===== config.mk =====
export PLATFORM = sky130hd
export DESIGN_NAME = csr_exec
export DESIGN_NICKNAME = d
export VERILOG_FILES = /design/src/rtl/csr_exec_pkg.sv /design/src/rtl/csr_exec_decode.sv /design/src/rtl/csr_exec_operand.sv /design/src/rtl/csr_exec_alu.sv /design/src/rtl/csr_exec.sv
export SDC_FILE = /design/constraint.sdc
export NUM_CORES = 1
export LEC_CHECK = 0
export BUFFER_PORTS_ARGS = -buffer_cell sky130_fd_sc_hd__buf_2
export CAP_MARGIN = 10
export CORE_ASPECT_RATIO = 0.8
export CORE_MARGIN = 3
export CORE_UTILIZATION = 37
export CTS_BUF_LIST = sky130_fd_sc_hd__clkbuf_2 sky130_fd_sc_hd__clkbuf_4 sky130_fd_sc_hd__clkbuf_8
export DETAILED_ROUTE_END_ITERATION = 16
export HOLD_SLACK_MARGIN = 0.1
export SLEW_MARGIN = 25
export SYNTH_ARGS = -nofsm -noshare
export SYNTH_HDL_FRONTEND = slang
export SYNTH_SLANG_ARGS = --single-unit

===== constraint.sdc =====
create_clock -name clk -period 3.2 [get_ports clk]
set_input_delay 0.48 -clock clk [delete_from_list [all_inputs] [get_ports clk]]
set_output_delay 0.48 -clock clk [all_outputs]
set_load 0.02 [all_outputs]

===== src/rtl/csr_exec_pkg.sv =====
package csr_exec_pkg;

    localparam logic [6:0] OPC_SYSTEM = 7'b1110011;
    localparam int         ADDR_W     = 12;
    localparam int         IDX_W      = 5;

    typedef enum logic [1:0] {
        OP_NONE = 2'b00,
        OP_SWAP = 2'b01,
        OP_SET  = 2'b10,
        OP_CLR  = 2'b11
    } csr_op_t;

    typedef enum logic [2:0] {
        ST_IDLE,
        ST_READ,
        ST_COMMIT,
        ST_FAULT,
        ST_PASS
    } exec_state_t;

    typedef struct packed {
        logic                is_access;
        logic [ADDR_W-1:0]   addr;
        logic [IDX_W-1:0]    src_idx;
        logic                use_imm;
        csr_op_t             op;
        logic [IDX_W-1:0]    dst;
    } csr_dec_t;

endpackage


===== src/rtl/csr_exec_decode.sv =====
module csr_exec_decode
    import csr_exec_pkg::*;
(
    input  logic [31:0] instr,
    input  logic [1:0]  priv,
    output csr_dec_t    dec,
    output logic        write_intent,
    output logic        access_ok
);

    logic need_priv_fail;
    logic ro_fail;

    always_comb begin
        dec.addr      = instr[31:20];
        dec.src_idx   = instr[19:15];
        dec.use_imm   = instr[14];
        dec.op        = csr_op_t'(instr[13:12]);
        dec.dst       = instr[11:7];
        dec.is_access = (instr[6:0] == OPC_SYSTEM) && (instr[13:12] != 2'b00);
    end

    // swap always writes; set/clear only with a nonzero source field
    assign write_intent   = dec.is_access &&
                            ((dec.op == OP_SWAP) || (dec.src_idx != '0));
    assign need_priv_fail = (dec.addr[9:8] > priv);
    assign ro_fail        = write_intent && (dec.addr[11:10] == 2'b11);
    assign access_ok      = !need_priv_fail && !ro_fail;

endmodule


===== src/rtl/csr_exec_operand.sv =====
module csr_exec_operand
    import csr_exec_pkg::*;
#(
    parameter int XLEN = 32
) (
    input  logic             use_imm,
    input  logic [IDX_W-1:0] src_idx,
    input  logic [XLEN-1:0]  rs1_val,
    output logic [XLEN-1:0]  operand
);

    logic [XLEN-1:0] imm_ext;

    generate
        if (XLEN > IDX_W) begin : g_wide
            assign imm_ext = {{(XLEN-IDX_W){1'b0}}, src_idx};
        end else begin : g_narrow
            assign imm_ext = src_idx[XLEN-1:0];
        end
    endgenerate

    assign operand = use_imm ? imm_ext : rs1_val;

endmodule


===== src/rtl/csr_exec_alu.sv =====
module csr_exec_alu
    import csr_exec_pkg::*;
#(
    parameter int XLEN = 32
) (
    input  csr_op_t         op,
    input  logic [XLEN-1:0] old_val,
    input  logic [XLEN-1:0] operand,
    output logic [XLEN-1:0] new_val
);

    always_comb begin
        unique case (op)
            OP_SWAP: new_val = operand;
            OP_SET:  new_val = old_val | operand;
            OP_CLR:  new_val = old_val & ~operand;
            default: new_val = old_val;
        endcase
    end

endmodule


===== src/rtl/csr_exec.sv =====
module csr_exec
    import csr_exec_pkg::*;
#(
    parameter int XLEN = 32
) (
    input  logic                clk,
    input  logic                rst_n,
    input  logic                issue_valid,
    input  logic [31:0]         instr,
    input  logic [XLEN-1:0]     rs1_val,
    input  logic [1:0]          priv,
    output logic                busy,
    output logic [ADDR_W-1:0]   csr_raddr,
    input  logic [XLEN-1:0]     csr_rdata,
    output logic [ADDR_W-1:0]   csr_waddr,
    output logic [XLEN-1:0]     csr_wdata,
    output logic                csr_wen,
    output logic [IDX_W-1:0]    rd_addr,
    output logic [XLEN-1:0]     rd_wdata,
    output logic                rd_wen,
    output logic                illegal,
    output logic                not_mine,
    output logic                done
);

    exec_state_t     state_q, state_d;
    csr_dec_t        dec, dec_q;
    logic            wi, wi_q;
    logic            ok;
    logic [XLEN-1:0] operand, src_q, old_q, new_val;
    logic            accept;

    csr_exec_decode u_decode (
        .instr        (instr),
        .priv         (priv),
        .dec          (dec),
        .write_intent (wi),
        .access_ok    (ok)
    );

    csr_exec_operand #(.XLEN(XLEN)) u_operand (
        .use_imm (dec.use_imm),
        .src_idx (dec.src_idx),
        .rs1_val (rs1_val),
        .operand (operand)
    );

    csr_exec_alu #(.XLEN(XLEN)) u_alu (
        .op      (dec_q.op),
        .old_val (old_q),
        .operand (src_q),
        .new_val (new_val)
    );

    assign accept = issue_valid && (state_q == ST_IDLE);

    // next-state logic
    always_comb begin
        state_d = state_q;
        unique case (state_q)
            ST_IDLE: begin
                if (issue_valid) begin
                    if (!dec.is_access) state_d = ST_PASS;
                    else if (!ok)       state_d = ST_FAULT;
                    else                state_d = ST_READ;
                end
            end
            ST_READ:   state_d = ST_COMMIT;
            ST_COMMIT: state_d = ST_IDLE;
            ST_FAULT:  state_d = ST_IDLE;
            ST_PASS:   state_d = ST_IDLE;
            default:   state_d = ST_IDLE;
        endcase
    end

    // state register
    always_ff @(posedge clk or negedge rst_n) begin
        if (!rst_n) state_q <= ST_IDLE;
        else        state_q <= state_d;
    end

    // datapath capture
    always_ff @(posedge clk or negedge rst_n) begin
        if (!rst_n) begin
            dec_q <= '0;
            wi_q  <= 1'b0;
            src_q <= '0;
            old_q <= '0;
        end else begin
            if (accept) begin
                dec_q <= dec;
                wi_q  <= wi;
                src_q <= operand;
            end
            if (state_q == ST_READ) old_q <= csr_rdata;
        end
    end

    // outputs
    always_comb begin
        busy      = (state_q != ST_IDLE);
        csr_raddr = dec_q.addr;
        csr_waddr = dec_q.addr;
        csr_wdata = new_val;
        rd_addr   = dec_q.dst;
        rd_wdata  = old_q;
        csr_wen   = 1'b0;
        rd_wen    = 1'b0;
        illegal   = 1'b0;
        not_mine  = 1'b0;
        done      = 1'b0;
        unique case (state_q)
            ST_COMMIT: begin
                done    = 1'b1;
                csr_wen = wi_q;
                rd_wen  = (dec_q.dst != '0);
            end
            ST_FAULT: begin
                done    = 1'b1;
                illegal = 1'b1;
            end
            ST_PASS: begin
                done     = 1'b1;
                not_mine = 1'b1;
            end
            default: ;
        endcase
    end

endmodule


; Word-level counts from Yosys, hierarchy flattened
; Cells that the tools add are included.
[op_classes]
magnitude_cmp = 1
eq_ne = 11
mux = 11
n_bitwise = 3
n_reduce_logical = 14
[op_table]
columns = cell, n
row1 = 32-bit one-hot mux with 3 select lines, 1
row2 = 32-bit AND, 1
row3 = 32-bit two-way mux, 1
row4 = 32-bit NOT, 1
row5 = 32-bit bitwise OR, 1
row6 = 5-bit nonzero test, 2
row7 = "7-bit == test, second input constant", 1
row8 = "2-bit == test, second input constant", 3
row9 = "3-bit by 2-bit == test with 1-bit output, second input constant", 2
row10 = 3-bit two-way mux, 2
row11 = 3-bit one-hot mux with 2 select lines, 1
row12 = 1-bit logical AND, 5
row13 = 1-bit two-way mux, 5
row14 = "2-bit by 1-bit == test with 1-bit output, second input constant", 2
row15 = "3-bit by 1-bit == test with 1-bit output, second input constant", 1
row16 = "3-bit == test, second input constant", 1
row17 = 3-bit zero test, 1
row18 = 3-bit nonzero test, 1
row19 = 3-bit OR reduction, 1
row20 = 2-bit > comparator, 1
row21 = 1-bit zero test, 2
row22 = 2-bit two-way mux, 1
row23 = "2-bit inequality test, second input constant", 1
row24 = 2-bit nonzero test, 1
row25 = 1-bit logical OR, 1
[word_totals]
ff_bits = 87
input_bits = 101
elab_cells = 47

; Depth between registers and ports, before layout
; Gate-level depths: netlist (run 1).
[depth]
ltp_word = 10
ltp_mapped = 6
depth_no_buf = 6

; Hierarchy
; From an unflattened synthesis (run 1), not the netlist that was laid out.
[hier_totals]
cells_unflattened = 441
area_unflattened_um2 = 5271.3
[modules_own_cells]
columns = module, n_inst, cells_each, area_each_um2, seq_area_each_um2
row1 = csr_exec, 1, 225, 3782.4, 2177.1
row2 = csr_exec_alu, 1, 142, 928.4, 0.0
row3 = csr_exec_decode, 1, 39, 300.3, 0.0
row4 = csr_exec_operand, 1, 35, 260.2, 0.0

; Least setup slack after synthesis (run 1)
; No wires, ideal clock.
[synth_timing]
path_kind = reg-to-output
startpoint = reg dec_q[6] in the netlist's numbering
endpoint = out csr_wdata[10]
arrival_time_ns = 1.487
required_time_ns = 2.720
setup_slack_ns = 1.233
stages_incl_launch_ff = 6
path_cell_list = dfrtp_1 -> clkbuf_1 -> and2_1 -> clkbuf_1 -> buf_2 -> a211oi_1
[synth_between]
elab_chain_cells = 2
[synth_lines]
columns = item, line
row1 = from (decl), csr_exec.sv:27  ; csr_dec_t dec, dec_q;
row2 = from (signal assigned), csr_exec.sv:85  ; dec_q <= '0;
row3 = from (signal assigned), csr_exec.sv:91  ; dec_q <= dec;
row4 = 2-bit == test or 2-bit by 1-bit == test with 1-bit output (tied branches), csr_exec_alu.sv:13  ; unique case (op)
row5 = 32-bit one-hot mux with 3 select lines (*), csr_exec_alu.sv:13
row6 = to (decl), csr_exec.sv:16  ; output logic [XLEN-1:0] csr_wdata,
; Mark *: on every way between the ends. The rest lies on a longest branch, timed or not.

; Worst setup path after layout (run 1)
[layout_timing]
startpoint = reg dec_q[5] in the netlist's numbering
endpoint = out csr_wdata[13]
; The elaborated chain is that of the path after synthesis.

==> run summary, run 1 <==
Outcome: complete, no violations
#FFs+latches synth: 87
Worst skew pair latency: 0.36 ns
Die area: 14,000 µm²
Rel. slew slack: 39.9%
Max Fclk: 387 MHz
Startpoint Class: flip-flop
DRC violations left: 0
Avg WL per Cell: 15.1 µm
Post-synth cell types: 32
CTS tree: built
Placed wire-length estimate: 8780 µm
Netlist Area Pre-Place: 4660 µm²
Worst path slowest cell: dfrtp_2
ANT nets after route: 0
Postcts setup bufs: 0
Combinational share of power: 24.1%
Worst Path Max Fanout: 34
GPL Wtd Cong: 0.779
Overflow after GRT: 0
Layout area overhead: 24.0%
Post-CTS sizing: 0
Post-route cell area: 5780 µm²
Mapped Cells: 458
Clock tree root buffer cell: clkbuf_8
Arrival @ worst endpoint: 2.11 ns
Internal: 0.00197 W
Layout Skew: 0.0126 ns
Starting Density: 38.0%
IR drop worst, VDD: 0.354 mV
Tot GR Track Use: 17.2%
Synthesized net count: 561
Number of synthesized flops with an enable pin: 0
First-iteration detailed-routing DRC count: 109
Ys flop type: dfrtp_1
Num CTS Buffers: 9
First-pass GRT wire length: 19,300 µm
Crit path required time: 2.72 ns
Worst hold-check path type: in2async
Clk slew on worst S/H paths: 0.09 ns
CP peak stage delay: 0.72 ns
RSZ-0062 raised after global routing: false
Sw Ratio: 32.1%
Layout Nets: 719
Initial antenna violation count: 1
Register area share after synthesis: 46.7%
Worst Tran Pin Value: 0.901 ns
Core area: 12,300 µm²
Slew Limit Fails: 0
Largest net degree at the start of global routing: 88
Hold buffers post-CTS: 0
Flop pwr share: 45.2%
DRT Pass-1 Iters: 4
Die Span X: 131 µm
Total Wirelength: 12,000 µm
Crit path top cell by count: a211oi_1
I/O Buffers: 199
Final period util: 80.8%
Layout cells sized above 1: 44.4%
Pwr dens: 502 nW/µm²
Number of setup violations in the final report: 0
Critical Path, Cell by Cell: buf_4, nor2b_1, a211oi_1, a211oi_1, buf_2
Syn Area/Cell: 10.2 µm²
Asr flop ratio synth: 100%
Vias in the first global route: 3,761
Vias: 3,884
Crit Path Class: reg2out
Max-cap violations: 0
Leakage power: 2.90 nW
Crit end category: output pin
# rows: 36
Clock Tree Buf Depth: 2
Net switching power: 0.000932 W
Placed Area: 5540 µm²
YS warnings: 0
Fin crit period: 2.59 ns
Vias per inst: 4.90
Max H-tree Level: 3
Final hold vios: 0
Die height: 106 µm
Clock Sinks: 87
Setup_tns: 0 ns
Clock power frac: 30.7%
Boundary Pins: 200
[synthesized netlist by cell type, types with 2 or more instances]
cell type / number / share of area (%)
a211oi_1: 65 / 10
and2b_1: 2 / 0.32
buf_2: 10 / 1.1
buf_4: 30 / 4.8
buf_6: 6 / 1.4
clkbuf_1: 13 / 1.0
dfrtp_1: 87 / 47
ha_1: 2 / 0.54
inv_1: 5 / 0.40
mux2_2: 49 / 12
mux2i_1: 5 / 1.1
nand2_1: 38 / 3.1
nand2b_1: 28 / 3.8
nor2_1: 37 / 3.0
nor2b_1: 31 / 4.2
nor4_1: 2 / 0.27
o21ai_0: 33 / 3.5
[cell families (layout without fill, tap and decap cells)]
kind of cell,count (synthesis),after routing,share of synthesized area [%]
AOI/OAI and AO/OA,102,102,14.6
adders and majority gates,2,2,0.537
buffers and inverters,65,228,8.89
DFF,87,87,46.7
muxes,55,55,13.2
other,0,1,0
and+or+nand+nor,147,147,16.1
[cell usage in the layout, fill, tap and decap left out, types with 2 or more instances in the layout]
| cell type | Yosys | final |
|---|---|---|
| and2b_1 | 2 | 2 |
| bufinv_16 | 0 | 2 |
| o21ai_0 | 33 | 33 |
| dfrtp_1 | 87 | 86 |
| nor2b_1 | 31 | 31 |
| mux2_2 | 49 | 49 |
| buf_2 | 10 | 198 |
| nor2_1 | 37 | 37 |
| inv_1 | 5 | 5 |
| clkinv_4 | 0 | 2 |
| nand2b_1 | 28 | 28 |
| ha_1 | 2 | 2 |
| nor4_1 | 2 | 2 |
| mux2i_1 | 5 | 5 |
| nand2_1 | 38 | 38 |
| clkbuf_8 | 0 | 11 |
| a211oi_1 | 65 | 65 |
| buf_4 | 30 | 8 |
[registers in the layout (all words and copies together), names as in the netlist]
signal / count
dec_q: 2
rd_wdata: 32
src_q: 32
wi_q: 1
csr_raddr: 12
state_q: 3
rd_addr: 5
[per-stage QoR]
step,cells,hold slack [ns],utilization (%),setup slack (ns),power [W]
after detailed placement,776,0.467,45.2,0.985,0.00204
after CTS,792,0.256,47.2,0.577,0.00295
after global placement,776,0.463,45.2,1.06,0.00202
final,793,0.238,47.2,0.614,0.00290
after floorplan,458,0.184,-,1.23,0.00184
after global routing,793,0.291,47.2,0.417,0.00307
[final cells by class]
class	count	area [µm²]
Timing Repair Buffer	206	1050
Sequential cell	87	2180
Clock buffer	12	159
Multi-Input combinational cell	306	2070
Antenna cell	1	2.50
Inverter	6	22.5
Tap cell	171	214
Fill cell	1182	6470
Clock inverter	4	77.6
[layer usage]
metal,up-vias,track usage (%),routed length (µm)
met5,-,0,0
met4,0,4.42,113
met3,12,5.53,743
met2,130,27.7,5520
met1,1847,22.5,5600
li1,1895,-,-
[power by group through the flow]
stage               combinational, W  sequential [W]  clock, W
floorplan                   0.000532         0.00131         0
global placement            0.000698         0.00132         0
detailed placement          0.000709         0.00133         0
CTS                         0.000710         0.00131  0.000929
global route                0.000769         0.00133  0.000970
finish                      0.000699         0.00131  0.000890
[final timing paths]
| check | from | endpoint | slack, ns | cells after the start |
|---|---|---|---|---|
| min in group clk | instr[8] | rd_addr[1] | 0.34 | 2 |
| worst max-delay path | dec_q[5] | csr_wdata[13] | 0.61 | 5 |
| worst max register to register | state_q[1] | rd_addr[2] | 1.21 | 3 |
| worst min register to register | wi_q | wi_q | 0.49 | 2 |
| max in group asynchronous | rst_n | csr_raddr[3] | 2.24 | 2 |
| worst min-delay path | rst_n | rd_wdata[20] | 0.24 | 1 |
[worst max-delay path, delay by kind of cell, from the launching register on]
kind | cells | cell delay [ns]
flops | 1 | 0.72
buf+inv | 2 | 0.61
compound gates | 2 | 0.32
simple gates | 1 | 0.09
Note: power is estimated with default switching activity, not from simulation.
==> run 2: changes to the inputs <==
- ABC_AREA: not set -> 1
- PLACE_DENSITY: not set -> 0.66
- clock period: 3.2 -> 2.52 ns (I/O delays scaled with it)
==> run summary, run 2 <==
Outcome: complete, no violations
Vias per inst: 4.79
Design Power: 0.00391 W
Commonest cells post-synth: dfrtp_1, inv_1, nand2_1
Worst R2R Path Depth: 5
Hold WS: 0.220 ns
Post-CTS sizing: 0
Arrival @ worst endpoint: 1.79 ns
DRC violations left: 0
Core area: 11,100 µm²
Placed Area: 5210 µm²
RSZ-0062 raised after global routing: false
Num CTS Buffers: 9
Max-cap violations: 0
Worst skew pair latency: 0.35 ns
#FFs+latches synth: 87
Avg WL per Cell: 14.2 µm
Vias in the first global route: 3,928
Top cell type's share of synthesized area: 50.3%
Simple-gate share of the synthesized area: 15.8%
Worst Path Max Fanout: 29
Largest family of logic cells by synthesized area: compound AO/OA/AOI/OAI gates
Largest net degree at the start of global routing: 55
RR Startpoint: state_q[1]
Initial antenna violation count: 1
Post-Synth Adder-Cell Area: 0.579%
Layout Skew: 0.00695 ns
Pwr dens: 717 nW/µm²
Fin crit period: 2.17 ns
Total Wirelength: 11,800 µm
Overflow after GRT: 0
First-pass GRT wire length: 18,800 µm
Leakage power: 2.99 nW
Die area: 13,000 µm²
Cell Count Post-Placement: 817
Layout cells sized above 1: 33.6%
Post-synthesis mux area share: 0%
GPL Wtd Cong: 0.788
Die height: 103 µm
Most common cell after layout, fill and taps aside: buf_2
Clock tree root buffer cell: clkbuf_8
Vias: 3,995
Compound-Gate Fraction of Synth Area: 16.8%
Clock Tree Buf Depth: 2
Slew Limit Fails: 0
Max Fclk: 462 MHz
Syn Area/Cell: 8.25 µm²
FF-to-FF setup slack: 1.02 ns
Area contributors post-synth: dfrtp_1, a21oi_1, inv_1, nand2_1, buf_4
Tot GR Track Use: 17.9%
Setup_tns: 0 ns
DRT Pass-1 Iters: 4
Ys flop type: dfrtp_1
Clk slew on worst S/H paths: 0.09 ns
Crit path required time: 2.14 ns
Mapped Cells: 524
YS warnings: 0
Starting Density: 38.8%
Yosys top cell by area: dfrtp_1
Final period util: 85.9%
N_diodes: 0
Post-synth cell types: 27
Finished Layout Cells: 834
Worst Tran Pin Value: 0.491 ns
Layout Nets: 788
Post-route cell area: 5450 µm²
IR drop worst, VDD: 0.301 mV
Startpoint Class: flip-flop
Layout area overhead: 26.1%
Fill cells: 1,115
Max H-tree Level: 3
First-iteration detailed-routing DRC count: 175
Count leader, synth: dfrtp_1
Crit Path Class: reg2out
Final hold vios: 0
Register area share after synthesis: 50.3%
Crit end category: output pin
XOR/XNOR Fraction of Synth Area: 0.376%
Asr flop ratio synth: 100%
Worst hold-check path type: in2reg
Clock Sinks: 87
Netlist Area Pre-Place: 4330 µm²
Die Span X: 127 µm
Number of synthesized flops with an enable pin: 0
Hold endpoint: rd_addr[2]
ANT nets after route: 0
Hold path depth: 3
Boundary Pins: 200
Hold path startpoint: instr[9]
I/O Buffers: 199
Rel. slew slack: 67.3%
Postcts setup bufs: 0
CTS tree: built
Number of setup violations in the final report: 0
Synthesized net count: 627
# rows: 34
Most frequent cells in the layout: buf_2, dfrtp_1, inv_1
Reg2reg end: rd_wdata[4]
Placed wire-length estimate: 8720 µm
run 2: changes by cell type after synthesis, sizes merged, moves of 28 or more:
cell    delta
a211oi    -65
a21oi     +64
inv       +74
mux2      -50
nand2     +32
nand2b    -28
nand3     +30
nor2b     -31
o22ai     +32
run 2: worst max path at each step:
stage                     slack [ns]       endpoint     start  cells past startpoint
after floorplan                 0.88  csr_wdata[17]  dec_q[6]                      5
after global placement          0.76   csr_wdata[1]  dec_q[6]                      5
after detailed placement        0.73   csr_wdata[0]  dec_q[6]                      5
after CTS                       0.33   csr_wdata[1]  dec_q[6]                      5
after global routing            0.21   csr_wdata[1]  dec_q[6]                      5
final                           0.35   csr_wdata[1]  dec_q[6]                      4
run 2: worst max-delay path, cell delays in order (launching register included):
cell and delay, ns:
dfrtp_1 0.55, buf_4 0.39, a21oi_1 0.11, o22ai_1 0.16, buf_2 0.20
run 2: what timing repair did:
item | CTS | global route
endpoints found under the hold margin | 35 | 0
hold buffers | 1 | 0
endpoints found under the setup margin | 0 | 0
run 2: layer usage:
| metal | GRT usage (%) | vias up | wire (µm) |
|---|---|---|---|
| met5 | 0 | - | 13 |
| met3 | 4.61 | 19 | 890 |
| met4 | 5.61 | 2 | 162 |
| li1 | - | 1984 | - |
| met1 | 23.3 | 1842 | 5030 |
| met2 | 29.7 | 148 | 5720 |
run 2: final cells by class:
cell class	count	area, µm²	area share, %
flip-flops and latches	87	2180	39.9
multi-input cells	298	1470	26.9
repair buffers	209	1100	20.2
inverters	80	300	5.51
well taps	144	180	3.30
clock buffers	10	138	2.52
clock inverters	6	92.6	1.70
run 2: logic make-up (layout without fill, tap and decap cells):
family | after synthesis | in the layout
AO/OA/AOI/OAI | 134 | 134
flip-flops | 87 | 87
AND/OR/NAND/NOR | 161 | 161
adder cells (fa/ha/maj) | 2 | 2
buffers and inverters | 139 | 305
XOR/XNOR | 1 | 1
run 2: per-stage QoR:
stage                     util (%)  worst slack [ns]
after floorplan                  -             0.883
after global placement        46.8             0.763
after detailed placement      46.8             0.734
after CTS                     48.9             0.326
after global routing          48.9             0.212
final                         48.9             0.355
run 2: where the power goes:
group,internal (W),switching [W]
clock,0.000591,0.000518
sequential,0.00155,0.0000842
combinational,0.000400,0.000772
==> run 3: changes to the inputs <==
- CTS_CLUSTER_DIAMETER: not set -> 100
- PLACE_DENSITY: 0.66 -> 0.69
- SETUP_SLACK_MARGIN: not set -> 0.05
==> run summary, run 3 (synthesis results as in run 2) <==
Die Span X: 127 µm
Arrival @ worst endpoint: 2.01 ns
Crit end category: output pin
DRT Pass-1 Iters: 4
Final period util: 94.9%
Initial antenna violation count: 0
Fin crit period: 2.39 ns
Num CTS Buffers: 9
GPL Wtd Cong: 0.849
First-pass GRT wire length: 18,800 µm
Max H-tree Level: 3
RR Startpoint: state_q[1]
Layout Nets: 788
Clock Tree Buf Depth: 2
Pwr dens: 689 nW/µm²
Vias: 4,003
Crit path required time: 2.14 ns
Starting Density: 38.8%
Final hold vios: 0
Leakage power: 2.97 nW
Worst Path Max Fanout: 32
Finished Layout Cells: 834
First-iteration detailed-routing DRC count: 119
Fill cells: 1,118
I/O Buffers: 199
# rows: 34
RSZ-0062 raised after global routing: true
Layout cells sized above 1: 33.6%
N_diodes: 0
Clock Sinks: 87
DRC violations left: 0
Worst Tran Pin Value: 0.959 ns
Vias per inst: 4.80
Max Fclk: 418 MHz
CTS tree: built
Vias in the first global route: 3,767
WL met1: 5260 µm
Met3 Wirelength: 723 µm
Postcts setup bufs: 0
Clock tree root buffer cell: clkbuf_8
Layout Skew: 0.00877 ns
Worst skew pair latency: 0.36 ns
Worst hold-check path type: in2reg
Rel. slew slack: 36.0%
Max-cap violations: 0
Avg WL per Cell: 14.2 µm
Boundary Pins: 200
Overflow after GRT: 0
Die height: 103 µm
Max Used Layer: met4
IR drop worst, VDD: 0.354 mV
Post-route cell area: 5400 µm²
Slew Limit Fails: 0
Setup_tns: 0 ns
Clk slew on worst S/H paths: 0.08 ns
Total Wirelength: 11,900 µm
Most common cell after layout, fill and taps aside: buf_2
Most frequent cells in the layout: buf_2, dfrtp_1, inv_1
Placed wire-length estimate: 8820 µm
Core area: 11,100 µm²
DR WL met2: 5750 µm
ANT nets after route: 0
Cell Count Post-Placement: 817
Placed Area: 5200 µm²
Layout area overhead: 24.7%
Beginning of the critical path: dec_q[6]
Outcome: complete, no violations
Startpoint Class: flip-flop
Crit Path Class: reg2out
Largest net degree at the start of global routing: 66
Design Power: 0.00372 W
Final core utilization: 48.4%
Number of setup violations in the final report: 0
Die area: 13,000 µm²
Hold path startpoint: instr[11]
Tot GR Track Use: 18.2%
[run 3: cell types whose count changed in the layout (fill, tap and decap cells not counted)]
cell        change
clkinvlp_4      -1
clkbuf_4        +2
buf_12          -1
buf_4           +1
clkinv_2        +2
inv_6           -1
bufinv_16       -2
clkbuf_8        +1
clkinv_4        -1
[run 3: final timing paths]
check / cells past startpoint / endpoint / slack (ns)
hold / removal: 3 / rd_addr[4] / 0.22
min in group asynchronous: 2 / rd_wdata[12] / 0.58
setup reg to reg: 6 / src_q[8] / 1.00
hold reg to reg: 2 / src_q[2] / 0.49
max in group asynchronous: 3 / src_q[9] / 1.12
setup / recovery: 3 / csr_wdata[0] / 0.13
[run 3: power breakdown]
group	internal (W)	leakage [nW]	switching (W)
combinational	0.000396	1.81	0.000775
clock	0.000432	0.0963	0.000486
sequential	0.00155	1.07	0.0000836
[run 3: worst max-delay path: stages (launching register included)]
cell,delay (ns)
dfrtp_1,0.46
xnor2_4,0.78
o22ai_1,0.18
buf_2,0.21
[run 3: cell type report]
type                    instances  area [µm²]  share of cell area (%)
flip-flops and latches         87        2180                    40.4
multi-input cells             298        1470                    27.2
repair buffers                209        1090                    20.2
inverters                      80         300                    5.57
well taps                     144         180                    3.34
clock buffers                  13         166                    3.08
clock inverters                 3        17.5                   0.325
[run 3: through the flow]
| stage | setup slack (ns) | hold slack (ns) |
|---|---|---|
| global route | 0.0199 | 0.200 |
| global placement | 0.611 | 0.438 |
| CTS | 0.119 | 0.198 |
| detailed placement | 0.520 | 0.454 |
| floorplan | 0.883 | 0.0824 |
| finish | 0.129 | 0.217 |
[run 3: per-layer routing]
metal,GRT usage (%),vias up
met2,30.4,132
met5,0,-
met1,23.6,1869
met3,4.76,13
li1,-,1989
met4,5.03,0
[run 3: timing repair]
action,in CTS,in global routing
hold buffers,1,0
setup endpoints to repair,0,15
endpoints found under the hold margin,47,0
resized for setup,0,0
